--- config.mk ---
export PLATFORM = sky130hd
export DESIGN_NAME = line_sig_cond
export DESIGN_NICKNAME = d
export VERILOG_FILES = /design/src/rtl/lsc_pkg.sv /design/src/rtl/lsc_sync.sv /design/src/rtl/lsc_debounce.sv /design/src/rtl/lsc_updown_filter.sv /design/src/rtl/lsc_channel.sv /design/src/rtl/line_sig_cond.sv
export SDC_FILE = /design/constraint.sdc
export NUM_CORES = 1
export LEC_CHECK = 0
export ABC_AREA = 1
export BUFFER_PORTS_ARGS = -buffer_cell sky130_fd_sc_hd__buf_2
export CORE_UTILIZATION = 31
export DETAILED_ROUTE_END_ITERATION = 7
export GPL_ROUTABILITY_DRIVEN = 0
export PLACE_DENSITY = 0.62
export SYNTH_ARGS = -nofsm -noshare
export SYNTH_HDL_FRONTEND = slang
export SYNTH_HIERARCHICAL = 1
export SYNTH_SLANG_ARGS = --single-unit
--- constraint.sdc ---
create_clock -name clk -period 2.31 [get_ports clk]
set_input_delay 0.1155 -clock clk [delete_from_list [all_inputs] [get_ports clk]]
set_output_delay 0.1155 -clock clk [all_outputs]
set_load 0.1 [all_outputs]
--- src/rtl/lsc_pkg.sv ---
package lsc_pkg;
  localparam int PINS_PER_CH = 5;
  localparam int IDX_SIGA    = 0;
  localparam int IDX_SIGB    = 1;
  localparam int IDX_AUX0    = 2;
  localparam int NUM_AUX     = 3;
endpackage

--- src/rtl/lsc_sync.sv ---
module lsc_sync #(
  parameter int W      = 1,
  parameter int STAGES = 2
) (
  input  logic         clk,
  input  logic         rst_n,
  input  logic [W-1:0] d,
  output logic [W-1:0] q
);
  logic [STAGES-1:0][W-1:0] stg;

  always_ff @(posedge clk or negedge rst_n) begin
    if (!rst_n) stg[0] <= '0;
    else        stg[0] <= d;
  end

  for (genvar s = 1; s < STAGES; s++) begin : g_stage
    always_ff @(posedge clk or negedge rst_n) begin
      if (!rst_n) stg[s] <= '0;
      else        stg[s] <= stg[s-1];
    end
  end

  assign q = stg[STAGES-1];
endmodule

--- src/rtl/lsc_debounce.sv ---
module lsc_debounce #(
  parameter int DEB_W = 4
) (
  input  logic             clk,
  input  logic             rst_n,
  input  logic             tick_ms,
  input  logic [DEB_W-1:0] deb_time,
  input  logic             din,
  output logic             dout
);
  logic [DEB_W-1:0] cnt_q;
  logic [DEB_W:0]   cnt_inc;

  assign cnt_inc = {1'b0, cnt_q} + 1'b1;

  always_ff @(posedge clk or negedge rst_n) begin
    if (!rst_n) begin
      dout  <= 1'b0;
      cnt_q <= '0;
    end else if (deb_time == '0) begin
      dout  <= din;
      cnt_q <= '0;
    end else if (din == dout) begin
      cnt_q <= '0;
    end else if (tick_ms) begin
      if (cnt_inc >= {1'b0, deb_time}) begin
        dout  <= din;
        cnt_q <= '0;
      end else begin
        cnt_q <= cnt_inc[DEB_W-1:0];
      end
    end
  end

  // zero setting tracks the input one clock later
  a_r4_zero_passthru: assert property (@(posedge clk) disable iff (!rst_n)
    (deb_time == '0) |=> (dout == $past(din)));
  // with a nonzero setting the output moves only on a tick
  a_r3_hold_without_tick: assert property (@(posedge clk) disable iff (!rst_n)
    (!tick_ms && deb_time != '0) |=> $stable(dout));
endmodule

--- src/rtl/lsc_updown_filter.sv ---
module lsc_updown_filter #(
  parameter int LIMIT  = 7,
  parameter int SAMP_W = 4
) (
  input  logic              clk,
  input  logic              rst_n,
  input  logic              tick_ms,
  input  logic [SAMP_W-1:0] samp_int,
  input  logic              din,
  output logic              dout
);
  localparam int CNT_W = $clog2(LIMIT + 1);
  localparam logic [CNT_W-1:0] LIM = CNT_W'(LIMIT);

  logic [SAMP_W-1:0] div_q;
  logic [CNT_W-1:0]  cnt_q, cnt_nxt;
  logic              sample;

  assign sample = tick_ms && (div_q >= samp_int);

  always_comb begin
    cnt_nxt = cnt_q;
    if (sample) begin
      if (din && cnt_q != LIM)       cnt_nxt = cnt_q + 1'b1;
      else if (!din && cnt_q != '0)  cnt_nxt = cnt_q - 1'b1;
    end
  end

  always_ff @(posedge clk or negedge rst_n) begin
    if (!rst_n) begin
      div_q <= '0;
      cnt_q <= '0;
      dout  <= 1'b0;
    end else begin
      if (tick_ms) div_q <= sample ? '0 : div_q + 1'b1;
      cnt_q <= cnt_nxt;
      if (cnt_nxt == LIM)      dout <= 1'b1;
      else if (cnt_nxt == '0)  dout <= 1'b0;
    end
  end

  // count never leaves its range
  a_r5_cnt_range: assert property (@(posedge clk) disable iff (!rst_n)
    cnt_q <= LIM);
  // output rises only with the count at its limit
  a_r5_rise_at_limit: assert property (@(posedge clk) disable iff (!rst_n)
    $rose(dout) |-> (cnt_q == LIM));
  // no tick, no movement of the count
  a_r6_idle_between_ticks: assert property (@(posedge clk) disable iff (!rst_n)
    !tick_ms |=> $stable(cnt_q));
endmodule

--- src/rtl/lsc_channel.sv ---
module lsc_channel
  import lsc_pkg::*;
#(
  parameter int DEB_W  = 4,
  parameter int SAMP_W = 4,
  parameter int LIMIT  = 7
) (
  input  logic                   clk,
  input  logic                   rst_n,
  input  logic                   tick_ms,
  input  logic                   phase_s,
  input  logic [PINS_PER_CH-1:0] pin_s,
  input  logic [PINS_PER_CH-1:0] dir_eff,
  input  logic [PINS_PER_CH-1:0] out_val,
  input  logic [DEB_W-1:0]       deb_time,
  input  logic [SAMP_W-1:0]      samp_int,
  input  logic                   split_en,
  output logic [PINS_PER_CH-1:0] cond
);
  logic hook_q, gkey_q;
  logic deb_in, filt_in, deb_out, filt_out;

  always_ff @(posedge clk or negedge rst_n) begin
    if (!rst_n) begin
      hook_q <= 1'b0;
      gkey_q <= 1'b0;
    end else if (split_en) begin
      if (phase_s) gkey_q <= pin_s[IDX_SIGA];
      else         hook_q <= pin_s[IDX_SIGA];
    end
  end

  assign deb_in  = split_en ? hook_q : pin_s[IDX_SIGA];
  assign filt_in = split_en ? gkey_q : pin_s[IDX_SIGB];

  lsc_debounce #(.DEB_W(DEB_W)) u_deb (
    .clk(clk), .rst_n(rst_n), .tick_ms(tick_ms),
    .deb_time(deb_time), .din(deb_in), .dout(deb_out)
  );

  lsc_updown_filter #(.LIMIT(LIMIT), .SAMP_W(SAMP_W)) u_filt (
    .clk(clk), .rst_n(rst_n), .tick_ms(tick_ms),
    .samp_int(samp_int), .din(filt_in), .dout(filt_out)
  );

  always_comb begin
    cond[IDX_SIGA] = dir_eff[IDX_SIGA] ? out_val[IDX_SIGA] : deb_out;
    cond[IDX_SIGB] = dir_eff[IDX_SIGB] ? out_val[IDX_SIGB] : filt_out;
  end

  for (genvar a = 0; a < NUM_AUX; a++) begin : g_aux
    assign cond[IDX_AUX0+a] = dir_eff[IDX_AUX0+a] ? out_val[IDX_AUX0+a]
                                                  : pin_s[IDX_AUX0+a];
  end

  // the hook capture holds through the ground-key phase
  a_r7_hook_held: assert property (@(posedge clk) disable iff (!rst_n)
    (split_en && phase_s) |=> $stable(hook_q));
  // the ground-key capture holds through the hook phase
  a_r7_gkey_held: assert property (@(posedge clk) disable iff (!rst_n)
    (split_en && !phase_s) |=> $stable(gkey_q));
endmodule

--- src/rtl/line_sig_cond.sv ---
module line_sig_cond
  import lsc_pkg::*;
#(
  parameter int NUM_CH      = 4,
  parameter int DEB_W       = 4,
  parameter int SAMP_W      = 4,
  parameter int FILT_LIMIT  = 7,
  parameter int SYNC_STAGES = 2
) (
  input  logic                          clk,
  input  logic                          rst_n,
  input  logic                          tick_ms,
  input  logic                          split_phase,
  input  logic [NUM_CH*PINS_PER_CH-1:0] pin_in,
  input  logic [NUM_CH*PINS_PER_CH-1:0] cfg_dir,
  input  logic [NUM_CH*PINS_PER_CH-1:0] cfg_out,
  input  logic [NUM_CH*DEB_W-1:0]       cfg_deb,
  input  logic [NUM_CH*SAMP_W-1:0]      cfg_samp,
  input  logic [NUM_CH-1:0]             cfg_split,
  output logic [NUM_CH*PINS_PER_CH-1:0] pin_out,
  output logic [NUM_CH*PINS_PER_CH-1:0] pin_oe,
  output logic [NUM_CH*PINS_PER_CH-1:0] ch_bits,
  output logic [NUM_CH*2-1:0]           snap
);
  localparam int PW = NUM_CH * PINS_PER_CH;

  logic [PW-1:0] pin_s;
  logic          phase_s;
  logic [PW-1:0] dir_eff;

  lsc_sync #(.W(PW + 1), .STAGES(SYNC_STAGES)) u_sync (
    .clk(clk), .rst_n(rst_n),
    .d({split_phase, pin_in}),
    .q({phase_s, pin_s})
  );

  assign dir_eff = rst_n ? cfg_dir : '0;
  assign pin_oe  = dir_eff;
  assign pin_out = cfg_out & dir_eff;

  for (genvar c = 0; c < NUM_CH; c++) begin : g_ch
    lsc_channel #(.DEB_W(DEB_W), .SAMP_W(SAMP_W), .LIMIT(FILT_LIMIT)) u_ch (
      .clk      (clk),
      .rst_n    (rst_n),
      .tick_ms  (tick_ms),
      .phase_s  (phase_s),
      .pin_s    (pin_s[c*PINS_PER_CH +: PINS_PER_CH]),
      .dir_eff  (dir_eff[c*PINS_PER_CH +: PINS_PER_CH]),
      .out_val  (cfg_out[c*PINS_PER_CH +: PINS_PER_CH]),
      .deb_time (cfg_deb[c*DEB_W +: DEB_W]),
      .samp_int (cfg_samp[c*SAMP_W +: SAMP_W]),
      .split_en (cfg_split[c]),
      .cond     (ch_bits[c*PINS_PER_CH +: PINS_PER_CH])
    );
    assign snap[2*c]   = ch_bits[c*PINS_PER_CH + IDX_SIGA];
    assign snap[2*c+1] = ch_bits[c*PINS_PER_CH + IDX_SIGB];
  end

  // an unchanged configuration leaves the pin drive unchanged
  a_r2_drive_held: assert property (@(posedge clk) disable iff (!rst_n)
    (cfg_out == $past(cfg_out) && cfg_dir == $past(cfg_dir)) |-> $stable(pin_out));
  // the drive value never shows on a pin that is not enabled
  a_r1_no_drive_when_input: assert property (@(posedge clk)
    (pin_out & ~pin_oe) == '0);
endmodule

After elaboration in Yosys (flattened, before gate mapping)
Cells that the tools add are included.
{"block": "totals", "regBits": 102, "input_bits": 100, "word_cells": 213}
{"block": "op_classes", "n_eq_ne": 16, "n_addsub": 16, "bitwise": 2, "magnitude_cmp": 8, "n_reduce_logical": 56, "muxes": 85}
{"cell": "two-way mux 4 bit", "n": 20}
{"cell": "two-way mux 1 bit", "n": 52}
{"cell": "two-way mux 3 bit", "n": 12}
{"cell": "nonzero test 2 bit", "n": 12}
{"cell": "nonzero test 3 bit", "n": 8}
{"cell": "adder 4 x 1 -> 5 bit (second input constant)", "n": 4}
{"cell": "bitwise AND 20 bit", "n": 1}
{"cell": ">= comparator 5 x 4 -> 1 bit", "n": 4}
{"cell": "two-way mux 20 bit", "n": 1}
{"cell": "adder 4 x 1 -> 4 bit (second input constant)", "n": 4}
{"cell": ">= comparator 4 bit", "n": 4}
{"cell": "logical NOT 4 bit", "n": 4}
{"cell": "AND reduction 2 bit", "n": 8}
{"cell": "adder 3 x 1 -> 3 bit (second input constant)", "n": 4}
{"cell": "equality test 3 bit (second input constant)", "n": 4}
{"cell": "logical AND 1 bit", "n": 12}
{"cell": "logical NOT 3 bit", "n": 4}
{"cell": "!= test 3 bit (second input constant)", "n": 4}
{"cell": "AND reduction 3 bit", "n": 4}
{"cell": "subtractor 3 x 1 -> 3 bit (second input constant)", "n": 4}
{"cell": "!= test 2 bit (second input constant)", "n": 4}
{"cell": "equality test 1 bit", "n": 4}
{"cell": "logical NOT 1 bit", "n": 4}
{"cell": "NOT 1 bit", "n": 1}

Longest topological paths before layout
Gate-level depths: netlist of the first run.
{"block": "logic_depth", "ltp_word": 9, "depth_mapped": 15, "mapped_depth_nobuf": 15}

Modules after synthesis
The synthesis of the first run kept the hierarchy.
{"mod": "lsc_updown_filter (g_ch[1].u_ch.u_filt ...)", "seq_area_each_um2": 200.2, "area_per_inst_um2": 636.9, "cells_per_inst": 87, "instances": 3}
{"mod": "lsc_debounce", "seq_area_each_um2": 125.1, "area_per_inst_um2": 385.4, "cells_per_inst": 52, "instances": 4}
{"mod": "lsc_sync", "seq_area_each_um2": 1051.0, "area_per_inst_um2": 1208.7, "cells_per_inst": 63, "instances": 1}
{"mod": "lsc_updown_filter (g_ch[0].u_ch.u_filt)", "seq_area_each_um2": 200.2, "area_per_inst_um2": 719.4, "cells_per_inst": 100, "instances": 1}
{"mod": "lsc_channel", "seq_area_each_um2": 50.0, "area_per_inst_um2": 173.9, "cells_per_inst": 32, "instances": 4}
{"mod": "line_sig_cond", "seq_area_each_um2": 0.0, "area_per_inst_um2": 387.9, "cells_per_inst": 90, "instances": 1}

Worst setup path before layout of the first run
Ideal clock, no wire load.
{"block": "synth_timing", "path_type": "input port to output port", "from": "input rst_n", "to": "output snap[3]", "arrival_time_ps": 3585, "slack_ps": -1390, "stages": 5, "required_ps": 2194, "cell_sequence": "buf_6 > nand2_1 > inv_1 > o21ai_0 > buf_4"}
{"block": "synth_via", "elab_chain_len": 2}
{"item": "from (decl)", "line_no": "line_sig_cond.sv:11", "text": "input logic rst_n,"}
{"item": "two-way mux 20 bit", "line_no": "line_sig_cond.sv:37", "text": "assign dir_eff = rst_n ? cfg_dir : '0;"}
{"item": "via pin_oe[6]", "line_no": "line_sig_cond.sv:21", "text": "output logic [NUM_CH*PINS_PER_CH-1:0] pin_oe,"}
{"item": "two-way mux 1 bit", "line_no": "lsc_channel.sv:48", "text": "cond[IDX_SIGB] = dir_eff[IDX_SIGB] ? out_val[IDX_SIGB] : filt_out;"}
{"item": "to (decl)", "line_no": "line_sig_cond.sv:23", "text": "output logic [NUM_CH*2-1:0] snap"}
The timed path passes the listed nets, and every way through them passes these cells.

Worst setup path after layout of the first run
{"block": "layout_timing", "from": "input rst_n", "to": "output snap[0]"}
{"block": "layout_via", "elab_chain_len": 2}
{"item": "two-way mux 20 bit", "line_no": "line_sig_cond.sv:37"}
{"item": "two-way mux 1 bit", "line_no": "lsc_channel.sv:47", "text": "cond[IDX_SIGA] = dir_eff[IDX_SIGA] ? out_val[IDX_SIGA] : deb_out;"}
Every way passes these cells.

==> impl_metrics.env, run 1 <==
export IMPL_antenna_cells=0
export IMPL_yosysTopAreaCell="dfrtp_1"
export IMPL_tightest_slew_ns=0.627
export IMPL_num_io_pins=168
export IMPL_slowest_stage="dlygate4sd3_1"
export IMPL_crit_path_max_incr_delay_ns=0.53
export IMPL_grt_usage=0.131
export IMPL_clkSlewWorstSetupHoldPaths_ns=0.07
export IMPL_synth_area_um2=6460
export IMPL_synthTopCellsByCount="nand2_1, inv_1, dfrtp_1"
export IMPL_regToRegStartpoint="g_ch[3].u_ch/u_deb/cnt_q[0]$_DFFE_PN0P_"
export IMPL_antenna_found_initial=0
export IMPL_die_y_um=146
export IMPL_startpoint="rst_n"
export IMPL_fin_setup_tns_ns=0
export IMPL_syn_avg_cell_area_um2=7.60
export IMPL_ys_seq_elements=102
export IMPL_cts_inserted_buffers=9
export IMPL_cp_top_family="buffers and inverters"
export IMPL_path_buf_inv=4
export IMPL_dr_first_iter_drc_count=178
export IMPL_drc=0
export IMPL_ys_types=25
export IMPL_numPortBuffers=167
export IMPL_async_reset_ff_frac=1.00
export IMPL_synth_cells=850
export IMPL_fin_area_um2=8060
export IMPL_clkLatencyLatePin_ns=0.35
export IMPL_cts_repair_resized=0
export IMPL_min_period_over_period=0.899
export IMPL_synthToLayoutAreaGrowth_pct=24.7
export IMPL_p_leak_nw=4.77
export IMPL_ys_flop_type="dfrtp_1"
export IMPL_setup_viol_count_final=0
export IMPL_seq_area_frac_synth=0.395
export IMPL_irDropWorstVdd_uv=681
export IMPL_grt_pass1_wl_mm=22.9
export IMPL_pre_cts_ws_ns=0.479
export IMPL_synth_nets=1006
export IMPL_vias_per_cell=4.16
export IMPL_slew_limit_headroom=0.582
export IMPL_powerDensity_nw_per_um2=972
export IMPL_antenna_left=0
export IMPL_num_vias=5392
export IMPL_cp_arrival_ns=1.96
export IMPL_nFillCells=2139
export IMPL_cap_viol_max_count=0
export IMPL_coreArea_um2=20400
export IMPL_crit_fanout=31
export IMPL_placed_cell_area_um2=7540
export IMPL_timing_final_ws_setup_ns=0.233
export IMPL_grt_pass1_vias=5115
export IMPL_die_w_um=146
export IMPL_fmax_mhz=482
export IMPL_ys_warn_count=6
export IMPL_setup_worst_path_start_class="input pin"
export IMPL_root_buffer="clkbuf_16"
export IMPL_rsz0062_at_grt="no"
export IMPL_post_drt_wl_per_cell_um=10.3
export IMPL_status="completed"
export IMPL_path_class="input pin to primary output"
export IMPL_row_count=52
export IMPL_crit_chain="dlygate4sd3_1 > buf_4 > nand2_1 > inv_1 > nand2_1 > o21ai_2 > buf_2"
export IMPL_initial_utilization=0.317
export IMPL_worstPathRequired_ns=2.19
export IMPL_drive_gt1_frac=0.242
export IMPL_slew_violations=0
export IMPL_clock_skew_ns=0.00682
export IMPL_cts_tree="done"
export IMPL_critPathCaptureType="primary output"
export IMPL_finalWirelength_mm=13.3
export IMPL_gr_total_overflow=0
export IMPL_cp_common_cell="nand2_1"
export IMPL_min_from="cfg_split[1]"
export IMPL_fin_crit_ns=2.08
export IMPL_utilization=0.396
export IMPL_hold_viol_final=0
export IMPL_htree_num_levels=3
export IMPL_cts_sinks=102
export IMPL_yosysMostFrequentCell="nand2_1"
export IMPL_hp_class="input pin to flip-flop"
export IMPL_grt_max_degree=44
export IMPL_dr_pass1_iters=4
export IMPL_yosysTopAreaCellShare=0.395
export IMPL_nets=1178
export IMPL_cts_buffer_depth=2
export IMPL_dieArea_um2=21400
export IMPL_synth_edff_count=0
export IMPL_ys_top_cells_by_area="dfrtp_1, nand2_1, inv_1"
export IMPL_hpwl_mm=10.5
[area by class of cell]
class,count,area [um2],share of cell area
clock buffers,9,225,0.0279
clock inverters,7,71.3,0.00885
inverters,194,728,0.0903
multi-input cells,519,2990,0.371
flip-flops and latches,102,2550,0.317
well taps,270,338,0.0419
repair buffers,196,1160,0.143
[report_power, final]
group	internal (mW)	switching, mW
Sequential	2.16	0.324
Combinational	1.20	2.62
Clock	0.770	0.751
Total	4.14	3.70
[flip-flops by register name, indices dropped and copies added, names as in the netlist]
name and count:
g_ch.u_ch/hook_q 4, g_ch.u_ch/gkey_q 4, g_ch.u_ch/u_deb/cnt_q 16, u_sync/stg 21, g_ch.u_ch/u_deb/dout 4, g_ch.u_ch/u_filt/dout 4
g_ch.u_ch/u_filt/div_q 16, g_ch.u_ch/u_filt/cnt_q 12, u_sync/q 21
[stage by stage]
stage,std cells,power [mW],hold slack [ns]
floorplan,850,5.60,-0.180
global placement,1259,6.27,0.0823
detailed placement,1259,6.36,0.0938
CTS,1297,7.98,0.0523
global route,1297,8.60,0.0701
finish,1297,7.83,0.0702
[metal layers]
| layer | share of wire | vias up | global-route usage |
|---|---|---|---|
| met5 | 0 | - | 0 |
| met4 | 0.0085 | 0 | 0.0281 |
| met3 | 0.035 | 9 | 0.0309 |
| met2 | 0.47 | 81 | 0.226 |
| met1 | 0.48 | 2391 | 0.166 |
| li1 | - | 2911 | - |
[repair_timing]
action	CTS	global route
hold endpoints to repair	28	0
buffers inserted	0	0
hold buffers	22	0
[cell usage in the layout (no fill, tap or decap), types with 22 or more instances in the layout]
master | synthesis | final
nand2_1 | 225 | 225
o21ai_0 | 58 | 38
buf_2 | 1 | 163
ha_1 | 56 | 56
inv_1 | 193 | 193
nor2_1 | 40 | 40
dlygate4sd3_1 | 0 | 22
nand3_1 | 52 | 52
dfrtp_1 | 102 | 102
o21ai_2 | 3 | 23
[worst min-delay path: cells and delay by family]
family / cells / cell delay (ns)
AND/OR/NAND/NOR: 2 / 0.13
buffers and inverters: 1 / 0.14
[cell families after synthesis]
group,share of synthesized area
xor gates and xnor gates,0.0271
adders and majority gates,0.108
and+or+nand+nor,0.250
AOI/OAI and AO/OA,0.0652
buffers and inverters,0.154
DFF,0.395
[path summary, 6_finish.rpt]
kind,cells past startpoint,to,slack [ns]
max,7,snap[0],0.23
min,3,g_ch[1].u_ch/gkey_q$_DFFE_PN0P_,0.07
max reg2reg,12,g_ch[3].u_ch/u_deb/cnt_q[0]$_DFFE_PN0P_,0.45
min reg2reg,0,u_sync/q[11]$_DFF_PN0_,0.35
max in group asynchronous,3,g_ch[1].u_ch/u_filt/div_q[1]$_DFFE_PN0P_,1.12
min in group asynchronous,2,g_ch[3].u_ch/u_deb/cnt_q[0]$_DFFE_PN0P_,0.26
(Power assumes the default switching activity.)
==> run 2: changes to the inputs <==
--- a/config.mk
+++ b/config.mk
@@ -12,2 +12,3 @@
 export GPL_ROUTABILITY_DRIVEN = 0
+export GPL_TIMING_DRIVEN = 0
 export PLACE_DENSITY = 0.62
--- a/constraint.sdc
+++ b/constraint.sdc
@@ -3,2 +3,2 @@
 set_output_delay 0.1155 -clock clk [all_outputs]
-set_load 0.1 [all_outputs]
+set_load 0.01 [all_outputs]
==> run 2 against run 1 <==
Sequential power hardly changed. Sequential cell count is the same. Critical path depth grew 3. Worst hold slack improved by 0.0069 ns. Power decreased by 12%. Die area unchanged. Global-route usage barely moved. Count of clock-buffer cells in the layout up 3. First-iteration DRC count fell by 8.4%. Cell area increased by 1.8%. Critical endpoint is now snap[6]. Largest cell class unchanged.
==> impl_metrics.env, run 2 (synthesis results as in run 1) <==
export IMPL_antenna_found_initial=2
export IMPL_timing_final_ws_setup_ns=0.185
export IMPL_cap_viol_max_count=0
export IMPL_regToRegStartpoint="g_ch[3].u_ch/u_deb/cnt_q[0]$_DFFE_PN0P_"
export IMPL_cts_repair_resized=0
export IMPL_regArea_um2=2550
export IMPL_layout_commonest_cell="nand2_1"
export IMPL_num_io_pins=168
export IMPL_p_leak_nw=4.88
export IMPL_setup_viol_count_final=0
export IMPL_ff2ff_path_depth=12
export IMPL_grt_max_degree=67
export IMPL_hp_class="input pin to flip-flop"
export IMPL_startpoint="rst_n"
export IMPL_hold_viol_final=0
export IMPL_nets=1208
export IMPL_mostFrequentLayoutCells="nand2_1, inv_1, buf_2"
export IMPL_dieArea_um2=21400
export IMPL_fin_crit_ns=2.13
export IMPL_num_vias=5480
export IMPL_finalWirelength_mm=13.2
export IMPL_cts_tree="done"
export IMPL_dr_first_iter_drc_count=163
export IMPL_crit_chain="dlygate4sd3_1 > buf_4 > buf_16 > buf_6 > nand2_1 > inv_1 > nand2_1 > o21ai_0 > buf_4 > buf_2"
export IMPL_hold_buffers=23
export IMPL_hpwl_mm=10.2
export IMPL_cts_inserted_buffers=9
export IMPL_cts_sinks=102
export IMPL_tightest_slew_ns=0.505
export IMPL_clkLatencyLatePin_ns=0.35
export IMPL_fmax_mhz=470
export IMPL_min_from="cfg_split[1]"
export IMPL_slew_violations=0
export IMPL_multi_input_area_um2=2920
export IMPL_antenna_cells=0
export IMPL_status="completed"
export IMPL_vias_per_cell=4.13
export IMPL_grt_usage=0.131
export IMPL_drive_gt1_frac=0.245
export IMPL_slew_limit_headroom=0.660
export IMPL_nFillCells=2079
export IMPL_numPortBuffers=167
export IMPL_grt_pass1_vias=5129
export IMPL_htree_num_levels=3
export IMPL_grt_pass1_wl_mm=22.8
export IMPL_fin_area_um2=8200
export IMPL_holdPathEnd="g_ch[1].u_ch/hook_q$_DFFE_PN0P_"
export IMPL_regToRegSetupSlack_ns=0.45
export IMPL_post_cts_buffers=0
export IMPL_clkSlewWorstSetupHoldPaths_ns=0.07
export IMPL_die_y_um=146
export IMPL_cts_buffer_depth=2
export IMPL_path_buf_inv=7
export IMPL_irDropWorstVdd_uv=361
export IMPL_synthToLayoutAreaGrowth_pct=26.9
export IMPL_antenna_left=0
export IMPL_cp_arrival_ns=2.01
export IMPL_drc=0
export IMPL_powerDensity_nw_per_um2=841
export IMPL_initial_utilization=0.317
export IMPL_cp_top_family="buffers and inverters"
export IMPL_critPathCaptureType="primary output"
export IMPL_rsz0062_at_grt="no"
export IMPL_crit_path_max_incr_delay_ns=0.53
export IMPL_setup_worst_path_start_class="input pin"
export IMPL_crit_fanout=66
export IMPL_slowest_stage="dlygate4sd3_1"
export IMPL_placed_cell_area_um2=7670
export IMPL_min_period_over_period=0.920
export IMPL_row_count=52
export IMPL_coreArea_um2=20400
export IMPL_dr_pass1_iters=4
export IMPL_die_w_um=146
export IMPL_path_class="input pin to primary output"
export IMPL_gr_total_overflow=0
export IMPL_worstPathRequired_ns=2.19
export IMPL_r2r_end="g_ch[3].u_ch/u_deb/cnt_q[1]$_DFFE_PN0P_"
export IMPL_clock_skew_ns=0.00838
export IMPL_pre_cts_ws_ns=0.338
export IMPL_post_drt_wl_per_cell_um=9.98
export IMPL_worstHoldPathCells=3
export IMPL_root_buffer="clkbuf_16"
-- run 2: changes by cell type in the layout (fill, tap and decap cells not counted), sizes merged --
cell	delta
buf	+30
clkbuf	+3
clkinv	-1
clkinvlp	+2
inv	-4
-- run 2: per-layer routing --
| metal | vias to the layer above | part of all wire | track usage |
|---|---|---|---|
| li1 | 2957 | - | - |
| met1 | 2413 | 0.46 | 0.162 |
| met2 | 94 | 0.48 | 0.225 |
| met3 | 12 | 0.051 | 0.0369 |
| met4 | 4 | 0.0080 | 0.0286 |
| met5 | - | 0.0020 | 0 |
-- run 2: worst max path at each step --
stage	cells past startpoint	slack, ns	end
2_1_floorplan	13	0.67	g_ch[0].u_ch/u_deb/dout$_DFFE_PN0P_
3_3_place_gp	8	-0.81	snap[3]
3_5_place_dp	9	0.34	snap[6]
4_1_cts	10	0.17	snap[6]
5_1_grt	10	0.06	snap[6]
6_report	10	0.18	snap[6]
-- run 2: tightest hold or removal path, stage by stage --
cell and delay (ns):
buf_2 0.14, nand3_1 0.08, nand2_1 0.05
-- run 2: layout make-up --
| class | instances | area share |
|---|---|---|
| buffer | 35 | 0.0326 |
| sequential | 102 | 0.311 |
| timing repair buffer | 191 | 0.135 |
| clock buffer | 12 | 0.0325 |
| clock inverter | 4 | 0.00351 |
| multi-input combinational | 519 | 0.355 |
| tap | 270 | 0.0412 |
| inverter | 194 | 0.0888 |
-- run 2: report_power, final --
| group | internal, mW | switching [mW] |
|---|---|---|
| registers | 2.16 | 0.316 |
| logic | 1.22 | 1.71 |
| clock network | 0.822 | 0.673 |
| total | 4.20 | 2.70 |
-- run 2: per-stage QoR --
step	total power [mW]	TNS, ns	utilization	hold WS (ns)	cells
floorplan	4.66	0	-	-0.180	850
global placement	5.35	-57.19	0.375	0.224	1287
detailed placement	5.43	0	0.377	0.143	1288
CTS	7.03	0	0.403	0.0532	1327
global route	7.65	0	0.403	0.0729	1327
finish	6.90	0	0.403	0.0771	1327
==> run 3: changes to the inputs <==
Settings changed: RECOVER_POWER from default to 100.
==> run 3 against run 2 <==
Maximum frequency fell by 1.4%. Clock skew is essentially flat. Register-to-register slack worse by 0.07 ns. Non-clock buffer count unchanged. Die area is the same. Cell area down 2.1%. Critical path type unchanged. Largest power group unchanged. Highest routed layer unchanged.
==> impl_metrics.env, run 3 (synthesis results as in run 1) <==
export IMPL_status="completed"
export IMPL_gr_total_overflow=0
export IMPL_min_period_over_period=0.933
export IMPL_clkSlewWorstSetupHoldPaths_ns=0.07
export IMPL_htree_num_levels=3
export IMPL_powerDensity_nw_per_um2=841
export IMPL_slew_limit_headroom=0.366
export IMPL_layout_commonest_cell="nand2_1"
export IMPL_hold_viol_final=0
export IMPL_cp_common_cell="buf_4"
export IMPL_crit_chain="dlygate4sd3_1 > buf_4 > buf_16 > buf_6 > nand2_1 > inv_1 > o21ai_0 > buf_4 > clkbuf_1"
export IMPL_crit_path_max_incr_delay_ns=0.54
export IMPL_drc=0
export IMPL_clock_skew_ns=0.00813
export IMPL_tightest_slew_ns=0.952
export IMPL_row_count=52
export IMPL_nFillCells=2130
export IMPL_grt_pass1_vias=5129
export IMPL_antenna_found_initial=2
export IMPL_synthToLayoutAreaGrowth_pct=24.3
export IMPL_die_w_um=146
export IMPL_rsz0062_at_grt="no"
export IMPL_setup_viol_count_final=0
export IMPL_hp_class="input pin to flip-flop"
export IMPL_num_io_pins=168
export IMPL_path_buf_inv=7
export IMPL_vias_per_cell=4.13
export IMPL_fmax_mhz=464
export IMPL_regToRegSetupSlack_ns=0.38
export IMPL_grt_max_degree=67
export IMPL_cts_inserted_buffers=9
export IMPL_grt_usage=0.131
export IMPL_num_vias=5478
export IMPL_dr_pass1_iters=4
export IMPL_dr_first_iter_drc_count=148
export IMPL_critPathCaptureType="primary output"
export IMPL_cap_viol_max_count=0
export IMPL_path_class="input pin to primary output"
export IMPL_grt_pass1_wl_mm=22.8
export IMPL_post_cts_buffers=0
export IMPL_timing_final_ws_setup_ns=0.154
export IMPL_slowest_stage="dlygate4sd3_1"
export IMPL_coreArea_um2=20400
export IMPL_die_y_um=146
export IMPL_antenna_cells=0
export IMPL_cp_arrival_ns=2.04
export IMPL_antenna_left=0
export IMPL_cts_repair_resized=0
export IMPL_cp_top_family="buffers and inverters"
export IMPL_pre_cts_ws_ns=0.338
export IMPL_setup_worst_path_start_class="input pin"
export IMPL_cts_buffer_depth=2
export IMPL_nets=1208
export IMPL_finalWirelength_mm=13.2
export IMPL_hold_buffers=23
export IMPL_crit_fanout=66
export IMPL_worstPathRequired_ns=2.19
export IMPL_cts_tree="done"
export IMPL_mostFrequentLayoutCells="nand2_1, inv_1, dfrtp_1"
export IMPL_cts_sinks=102
export IMPL_initial_utilization=0.317
export IMPL_p_leak_nw=4.61
export IMPL_dieArea_um2=21400
export IMPL_numPortBuffers=167
export IMPL_clkLatencyLatePin_ns=0.35
export IMPL_slew_violations=0
export IMPL_hpwl_mm=10.2
export IMPL_fin_crit_ns=2.16
export IMPL_irDropWorstVdd_uv=361
export IMPL_root_buffer="clkbuf_16"
export IMPL_post_drt_wl_per_cell_um=9.98
export IMPL_drive_gt1_frac=0.165
export IMPL_total_power_mw=6.75
==> run 3: cell types whose count changed in the layout (fill, tap and decap cells not counted), moves of 2 or more <==
cell	previous run	this run
clkbuf_1	0	68
buf_2	167	100
nand2_1	225	231
nand2_2	10	5
nand3_1	52	56
nor2_1	40	44
nor2_2	9	5
nand3_2	8	5
o21ai_0	58	61
o21ai_2	3	0
buf_4	33	31
==> run 3: worst min-delay path, cell delays in order <==
cell and delay (ns):
buf_2 0.14, nand3_1 0.09, nand2_1 0.05
==> run 3: layout make-up <==
cell class | count | area [um2] | area share
Clock buffer | 12 | 267 | 0.0332
Sequential cell | 102 | 2550 | 0.318
Inverter | 194 | 728 | 0.0907
Buffer | 35 | 264 | 0.0329
Timing Repair Buffer | 191 | 1010 | 0.125
Multi-Input combinational cell | 519 | 2850 | 0.354
Clock inverter | 4 | 28.8 | 0.00358
Tap cell | 270 | 338 | 0.0421
==> run 3: per-stage QoR <==
stage / util / setup TNS (ns) / instance area (um2) / hold slack (ns) / cells
after floorplan: - / 0 / 6460 / -0.180 / 850
after global placement: 0.375 / -57.19 / 7640 / 0.224 / 1287
after detailed placement: 0.377 / 0 / 7670 / 0.143 / 1288
after CTS: 0.403 / 0 / 8200 / 0.0532 / 1327
after global routing: 0.394 / 0 / 8030 / 0.0758 / 1327
final: 0.394 / 0 / 8030 / 0.0776 / 1327
==> run 3: worst paths after layout <==
path	cells past startpoint	from	end
min reg2reg	0	u_sync/stg[4]$_DFF_PN0_	u_sync/q[4]$_DFF_PN0_
min	3	cfg_split[1]	g_ch[1].u_ch/gkey_q$_DFFE_PN0P_
max reg2reg	12	g_ch[3].u_ch/u_deb/cnt_q[0]$_DFFE_PN0P_	g_ch[3].u_ch/u_deb/cnt_q[1]$_DFFE_PN0P_
min in group asynchronous	3	rst_n	g_ch[3].u_ch/gkey_q$_DFFE_PN0P_
max	9	rst_n	snap[6]
max in group asynchronous	3	rst_n	g_ch[0].u_ch/hook_q$_DFFE_PN0P_
==> run 3: where the power goes <==
part | switching, mW | internal (mW) | total (mW) | leakage [nW]
Combinational | 1.66 | 1.13 | 2.79 | 3.23
Sequential | 0.308 | 2.16 | 2.47 | 1.24
Clock | 0.671 | 0.822 | 1.49 | 0.141
==> run 3: metal layers <==
layer / routed length [um] / share of wire / GRT usage
met5: 27 / 0.0020 / 0
met3: 521 / 0.039 / 0.0369
met4: 106 / 0.0080 / 0.0286
met1: 6280 / 0.47 / 0.162
met2: 6310 / 0.48 / 0.225
